==> src/rtl/sarSeqPkg.sv <==
package sarSeqPkg;
  localparam int IDX_W = 6;

  typedef enum logic [1:0] {ST_IDLE, ST_ACQ, ST_CONV, ST_WRAP} seqState_t;

  typedef struct packed {
    logic             loadFirst;
    logic             decide;
    logic             lastBit;
    logic [IDX_W-1:0] bitIdx;
  } seqStrobes_t;
endpackage

==> src/rtl/sarSeqCtrl.sv <==
module sarSeqCtrl
  import sarSeqPkg::*;
#(
  parameter int RES_BITS     = 12,
  parameter int SHORT_BITS   = 8,
  parameter int CLKS_PER_BIT = 4,
  parameter int ACQ_CYCLES   = 10
) (
  input  logic        clk,
  input  logic        rst,
  input  logic        startReq,
  input  logic        shortCycle,
  input  logic        emuMode,
  output seqStrobes_t strobes,
  output logic        busy,
  output logic        trackEn,
  output logic        donePulse
);
  localparam int CNT_MAX = (CLKS_PER_BIT > ACQ_CYCLES) ? CLKS_PER_BIT : ACQ_CYCLES;
  localparam int CNT_W   = $clog2(CNT_MAX + 1);
  localparam logic [IDX_W-1:0] TOP_IDX   = IDX_W'(RES_BITS - 1);
  localparam logic [IDX_W-1:0] SHORT_IDX = IDX_W'(RES_BITS - SHORT_BITS);

  seqState_t        state;
  logic [CNT_W-1:0] cnt;
  logic [IDX_W-1:0] bitIdx;
  logic             shortLat;
  logic             doneQ;
  logic             trialEnd;
  logic             acqEnd;
  logic             lastBit;

  assign trialEnd = (state == ST_CONV) && (cnt == CNT_W'(CLKS_PER_BIT - 1));
  assign acqEnd   = (state == ST_ACQ) && (cnt == CNT_W'(ACQ_CYCLES - 1));
  assign lastBit  = bitIdx == (shortLat ? SHORT_IDX : '0);

  always_comb begin
    strobes.loadFirst = ((state == ST_IDLE) && startReq && !emuMode) || acqEnd;
    strobes.decide    = trialEnd;
    strobes.lastBit   = lastBit;
    strobes.bitIdx    = bitIdx;
  end

  always_ff @(posedge clk) begin
    if (rst) begin
      state    <= ST_IDLE;
      cnt      <= '0;
      bitIdx   <= '0;
      shortLat <= 1'b0;
      doneQ    <= 1'b0;
    end else begin
      case (state)
        ST_IDLE: begin
          doneQ <= 1'b0;
          if (startReq) begin
            shortLat <= shortCycle;
            cnt      <= '0;
            bitIdx   <= TOP_IDX;
            state    <= emuMode ? ST_ACQ : ST_CONV;
          end
        end
        ST_ACQ: begin
          if (acqEnd) begin
            cnt   <= '0;
            state <= ST_CONV;
          end else begin
            cnt <= cnt + 1'b1;
          end
        end
        ST_CONV: begin
          if (trialEnd) begin
            cnt <= '0;
            if (lastBit) state <= ST_WRAP;
            else         bitIdx <= bitIdx - 1'b1;
          end else begin
            cnt <= cnt + 1'b1;
          end
        end
        default: begin
          state <= ST_IDLE;
          doneQ <= 1'b1;
        end
      endcase
    end
  end

  assign busy      = state != ST_IDLE;
  assign trackEn   = (state != ST_CONV);
  assign donePulse = doneQ;
endmodule

==> src/rtl/sarSeqData.sv <==
module sarSeqData
  import sarSeqPkg::*;
#(
  parameter int RES_BITS = 12
) (
  input  logic                clk,
  input  logic                rst,
  input  seqStrobes_t         strobes,
  input  logic                compIn,
  output logic [RES_BITS-1:0] trialCode,
  output logic [RES_BITS-1:0] dataOut
);
  localparam logic [RES_BITS-1:0] ONE = RES_BITS'(1);

  logic [RES_BITS-1:0] trialReg;
  logic [RES_BITS-1:0] resultReg;
  logic [RES_BITS-1:0] testMask;
  logic [RES_BITS-1:0] lowerMask;
  logic [RES_BITS-1:0] decided;

  always_comb begin
    testMask  = ONE << strobes.bitIdx;
    lowerMask = (strobes.bitIdx == '0) ? '0 : (ONE << (strobes.bitIdx - 1'b1));
    decided   = compIn ? trialReg : (trialReg & ~testMask);
  end

  always_ff @(posedge clk) begin
    if (rst) begin
      trialReg  <= '0;
      resultReg <= '0;
    end else if (strobes.loadFirst) begin
      trialReg <= ONE << (RES_BITS - 1);
    end else if (strobes.decide) begin
      if (strobes.lastBit) begin
        trialReg  <= decided;
        resultReg <= decided;
      end else begin
        trialReg <= decided | lowerMask;
      end
    end
  end

  assign trialCode = trialReg;
  assign dataOut   = resultReg;
endmodule

==> src/rtl/sarSequencer.sv <==
module sarSequencer
  import sarSeqPkg::*;
#(
  parameter int RES_BITS     = 12,
  parameter int SHORT_BITS   = 8,
  parameter int CLKS_PER_BIT = 4,
  parameter int ACQ_CYCLES   = 10
) (
  input  logic                clk,
  input  logic                rst,
  input  logic                startReq,
  input  logic                shortCycle,
  input  logic                emuMode,
  input  logic                compIn,
  output logic [RES_BITS-1:0] trialCode,
  output logic                trackEn,
  output logic                busy,
  output logic [RES_BITS-1:0] dataOut,
  output logic                donePulse
);
  seqStrobes_t strobes;

  sarSeqCtrl #(
    .RES_BITS(RES_BITS), .SHORT_BITS(SHORT_BITS),
    .CLKS_PER_BIT(CLKS_PER_BIT), .ACQ_CYCLES(ACQ_CYCLES)
  ) u_ctrl (
    .clk(clk), .rst(rst), .startReq(startReq), .shortCycle(shortCycle),
    .emuMode(emuMode), .strobes(strobes), .busy(busy), .trackEn(trackEn),
    .donePulse(donePulse)
  );

  sarSeqData #(.RES_BITS(RES_BITS)) u_data (
    .clk(clk), .rst(rst), .strobes(strobes), .compIn(compIn),
    .trialCode(trialCode), .dataOut(dataOut)
  );
endmodule

==> config.mk <==
export PLATFORM = sky130hd
export DESIGN_NAME = sarSequencer
export DESIGN_NICKNAME = d
export VERILOG_FILES = /design/src/rtl/sarSeqPkg.sv /design/src/rtl/sarSeqCtrl.sv /design/src/rtl/sarSeqData.sv /design/src/rtl/sarSequencer.sv
export SDC_FILE = /design/constraint.sdc
export NUM_CORES = 1
export LEC_CHECK = 0
export ABC_AREA = 1
export BUFFER_PORTS_ARGS = -buffer_cell sky130_fd_sc_hd__buf_2
export CAP_MARGIN = 30
export CORE_ASPECT_RATIO = 0.9
export CORE_UTILIZATION = 60
export DETAILED_ROUTE_END_ITERATION = 10
export HOLD_SLACK_MARGIN = 0.08
export PLACE_DENSITY = 0.84
export REMOVE_ABC_BUFFERS = 1
export SYNTH_ARGS = -nofsm -noshare
export SYNTH_HDL_FRONTEND = slang
export SYNTH_SLANG_ARGS = --single-unit
==> constraint.sdc <==
create_clock -name clk -period 5.3 [get_ports clk]
set_input_delay 0.265 -clock clk [delete_from_list [all_inputs] [get_ports clk]]
set_output_delay 0.265 -clock clk [all_outputs]
set_load 0.01 [all_outputs]
# == Word level (Yosys, flattened, before mapping) ==
# Index checks and enable logic that the tools add are counted.
# totals
ff_bits,38
input_bits,6
output_inout_bits,27
wordCells,67
# classes
addsub,2
eq_ne,11
shifts,2
n_mux,21
bitwise_logic,4
reduce_logical,19
# op_table
op,n
12-bit 2-to-1 mux,5
"1-bit by 6-bit left shift with 12-bit output, first input constant",2
6-bit 2-to-1 mux,3
12-bit AND,1
4-bit 2-to-1 mux,3
12-bit NOT,1
12-bit OR,1
4-bit case mux with 3 select lines,1
6-bit case mux with 2 select lines,1
2-bit 2-to-1 mux,5
4-bit AND reduction,2
6-bit equality test,1
6-bit logical NOT,1
"2-bit by 1-bit != test with 1-bit output, second input constant",3
"2-bit != test, second input constant",3
2-bit case mux with 3 select lines,1
2-bit nonzero test,3
"6-bit by 1-bit subtractor with 6-bit output, second input constant",1
"4-bit by 1-bit adder with 4-bit output, second input constant",1
"4-bit by 2-bit equality test with 1-bit output, second input constant",1
"4-bit equality test, second input constant",1
1-bit logical AND,4
2-bit AND reduction,2
2-bit OR reduction,2
10 further kinds,10

# == Logic depth before layout (Yosys ltp) ==
# depth
depth_word,8
mapped_depth,14
depth_no_buf,13

# == Modules after synthesis ==
# Synthesis repeated with hierarchy kept, for this count alone.
# unflattened
hier_cells,331
hier_area_um2,2253.4
# by_module_without_submodules
mod,instances,cells_each,area_each_um2,seq_area_each_um2
sarSeqData,1,185,1307.5,480.5
sarSeqCtrl,1,146,945.9,280.3

# == Least setup slack after synthesis ==
# No wires, ideal clock.
# synth_timing
kind,reg-to-reg
start,reg u_ctrl.bitIdx[0]
end,"reg u_data.resultReg[5], in the netlist u_data.dataOut[5]"
setup_ns,0.116
arrival_time_ns,1.536
t_required_ns,5.184
setup_slack_ns,3.648
path_stages_with_launch,14
n_path_buf,2
synth_period_minus_slack_ns,1.652
cell_sequence,dfxtp_1 inv_2 buf_2 ha_1 inv_1 nor2_1 nand2_1 nor2_1 nand2_1 nor2_2 nand2_2 buf_2 a21oi_1 nor2_1
# synth_between
elab_chain_cells,4
word_cells_on_any_way,6
classes_between,1 x eq/ne; 1 x shift; 1 x mux; 2 x bitwise; 1 x reduce/logical
# synth_lines
element,line_no,text
from (decl),sarSeqCtrl.sv:26,logic [IDX_W-1:0] bitIdx;
from (signal assigned),sarSeqCtrl.sv:74,else bitIdx <= bitIdx - 1'b1;
1-bit by 6-bit left shift with 12-bit output,sarSeqData.sv:22,testMask = ONE << strobes.bitIdx;
12-bit NOT,sarSeqData.sv:24,decided = compIn ? trialReg : (trialReg & ~testMask);
12-bit AND,sarSeqData.sv:24,
12-bit 2-to-1 mux,sarSeqData.sv:24,
to (signal assigned),sarSeqData.sv:36,resultReg <= decided;
to (decl),sarSeqData.sv:16,logic [RES_BITS-1:0] resultReg;
# Several ways; a longest one is shown, not always the timed one.
# A chain may end at the register's enable or synchronous reset.

# == Worst setup path after layout ==
# layout_timing
start,reg u_ctrl.bitIdx[0]
end,"reg u_data.resultReg[3], in the netlist u_data.dataOut[3]"
# Same word-level chain as after synthesis.

==> metrics.md <==
| Metric | Value |
|---|---|
| MaxCap Viol Count | 0 |
| Final Power | 0.00141 W |
| Drt first pass iters | 5 |
| Num rows | 20 |
| First-pass GRT wire length | 8.75 mm |
| Skew final | 0.0122 ns |
| Pwr/cell area | 568 mW/mm^2 |
| Final nets | 368 |
| Core Footprint | 0.00340 mm^2 |
| Sw power | 0.000657 W |
| Worst r2r path cells | 12 |
| Hold_buf cts | 0 |
| Worst hold path type | input port to flop |
| Area Overhead vs Synth | 14.2% |
| Commonest non-fill, non-tap cells in the layout | nand2_1, nor2_1, dfxtp_1 |
| Sum Neg Setup Slack | 0 ns |
| Number of gates resized after cts | 0 |
| Hold Slack | 0.300 ns |
| CTS root buf | clkbuf_8 |
| Htree depth | 2 |
| Post-layout util | 72.7% |
| Dominant synthesized flop cell | dfxtp_1 |
| Relative slew slack | 62.5% |
| Die width | 65.3 um |
| Post-layout minimum cycle time | 1.94 ns |
| Die ar. | 0.00385 mm^2 |
| Antenna Cells | 0 |
| Synth unique cells | 32 |
| Post-Syn Instances | 323 |
| PortBufs | 32 |
| Internal power | 0.000749 W |
| Outcome | finished clean |
| Design area | 0.00247 mm^2 |
| Clock transition at the registers of the reported paths | 0.08 ns |
| TritonCTS clock tree | done |
| Vias | 2178 |
| Sw frac | 46.7% |
| Synth Area per Inst | 6.71 um^2 |
| Synthesis-stage register bit count | 38 |
| DR vias/cell | 5.46 |
| Wirelength per Cell | 13.2 um |
| Vias in the first global route | 1996 |
| Gate power share | 50.5% |
| Largest net degree at the start of global routing | 19 |
| Reg2Reg Setup Slack | 3.36 ns |
| RSZ-0062 raised after global routing | false |
| Gpl congestion | 0.954 |
| Endpoint type of the worst setup path | flop |
| Critical Path Fanout Max | 14 |
| YS warnings | 0 |
| Critical path startpoint category | flop |
| Initial antenna violation count | 0 |
| DIE HEIGHT | 59.0 um |
| Clk pwr share | 21.9% |
| Kind of critical path | flop to flop |
| Sequential-to-total area share from yosys stat | 35.1% |
| Least-Margin Pin Slew | 0.562 ns |
| Final period util | 36.5% |
| Final setup vio count | 0 |
| F_max | 516 MHz |
| Crit path DAT | 2.17 ns |
| Initial Util | 63.6% |
| Clock buffer depth | 2 |
| Detailed Route Iter0 Violations | 205 |
| GRT Overall Usage | 29.7% |
| HPWL after DPL | 3.89 mm |
| Seq pwr share | 27.6% |
| WHS Path Cells | 2 |
| Clock Latency Late Sink | 0.30 ns |
| VDD IR max | 0.365 mV |
| Synth Cell Area | 0.00217 mm^2 |
| DRC viols | 0 |
| Number of flops mapped to enable cells by yosys | 0 |
| Grt ovf | 0 |
| Post-DP Area | 0.00233 mm^2 |
| Clock Sinks | 38 |
| Final ANT Viol Nets | 0 |
| Final hold violation count | 0 |
| DRT Wirelength | 5.27 mm |
| # IOs | 33 |
| CP required | 5.53 ns |
| Layout cells sized above 1 | 16.6% |
| TritonCTS buffer count | 5 |
| Setup Buffers After CTS | 0 |
| Leakage | 1.18 nW |
| Asr flop ratio synth | 0% |
| Max Transition Viols Final | 0 |
cell families after synthesis:
group                      Yosys count  synth area share [%]
and+or+nand+nor                    171                  35.4
AOI/OAI and AO/OA                   60                  15.4
adders and majority gates            8                  4.62
buffers and inverters               45                  8.72
xor gates and xnor gates             1                 0.751
DFF                                 38                  35.1
critical path, stage by stage, from the launching register on:
cell     delay, ns
dfxtp_1       0.35
inv_2         0.20
ha_1          0.18
inv_1         0.04
nor2_1        0.11
nand2_1       0.06
nor2_1        0.09
nand2_1       0.09
nor2_2        0.10
nand2_2       0.19
inv_2         0.24
nand2_1       0.12
a21oi_2       0.12
registers in the layout, indices dropped and copies added (netlist names):
| name | flops |
|---|---|
| u_data.dataOut | 12 |
| u_data.trialCode | 12 |
| u_ctrl.bitIdx | 6 |
| u_ctrl.cnt | 4 |
| u_ctrl.state | 2 |
| u_ctrl.donePulse | 1 |
| u_ctrl.shortLat | 1 |
power by group through the flow:
stage / registers, W / clock network [W] / logic (W)
after floorplan: 0.000383 / 0 / 0.000544
after global placement: 0.000392 / 0 / 0.000685
after detailed placement: 0.000392 / 0 / 0.000689
after CTS: 0.000386 / 0.000308 / 0.000697
after global routing: 0.000392 / 0.000320 / 0.000808
final: 0.000388 / 0.000307 / 0.000710
path summary, 6_finish.rpt:
kind	from	endpoint
max	u_ctrl.bitIdx[0]	u_data.dataOut[3]
min	rst	u_data.dataOut[6]
max reg2reg	u_ctrl.bitIdx[0]	u_data.dataOut[3]
min reg2reg	u_data.trialCode[7]	u_data.trialCode[7]
layout make-up:
cell class / count / area, um^2
Clock buffer: 6 / 82.6
Clock inverter: 2 / 60.1
Fill cell: 301 / 930
Inverter: 37 / 139
Multi-Input combinational cell: 240 / 1220
Sequential cell: 38 / 761
Tap cell: 44 / 55.1
Timing Repair Buffer: 32 / 160
stage by stage:
| stage | setup WS, ns | cells |
|---|---|---|
| after CTS | 3.36 | 399 |
| after global routing | 3.16 | 399 |
| after detailed placement | 3.37 | 391 |
| after floorplan | 3.72 | 315 |
| after global placement | 3.42 | 391 |
| final | 3.36 | 399 |
synthesized netlist by cell type (4+ instances only):
| cell type | number | share of area [%] |
|---|---|---|
| buf_2 | 4 | 0.92 |
| a21oi_1 | 23 | 5.3 |
| o21ai_1 | 8 | 1.8 |
| inv_2 | 5 | 0.87 |
| o21ai_0 | 16 | 3.7 |
| nor2_1 | 64 | 11 |
| nand4_1 | 7 | 2.0 |
| ha_1 | 8 | 4.6 |
| nand3_1 | 21 | 4.9 |
| dfxtp_1 | 38 | 35 |
| inv_1 | 32 | 5.5 |
| nand2_1 | 64 | 11 |
metal layers:
metal	GRT usage (%)	up-vias	routed length, um
li1	-	1105	-
met1	38.9	997	2460
met2	49.5	71	2430
met3	5.77	5	348
met4	9.01	0	41
met5	0	-	0
Power figures use the tool's default switching activity.
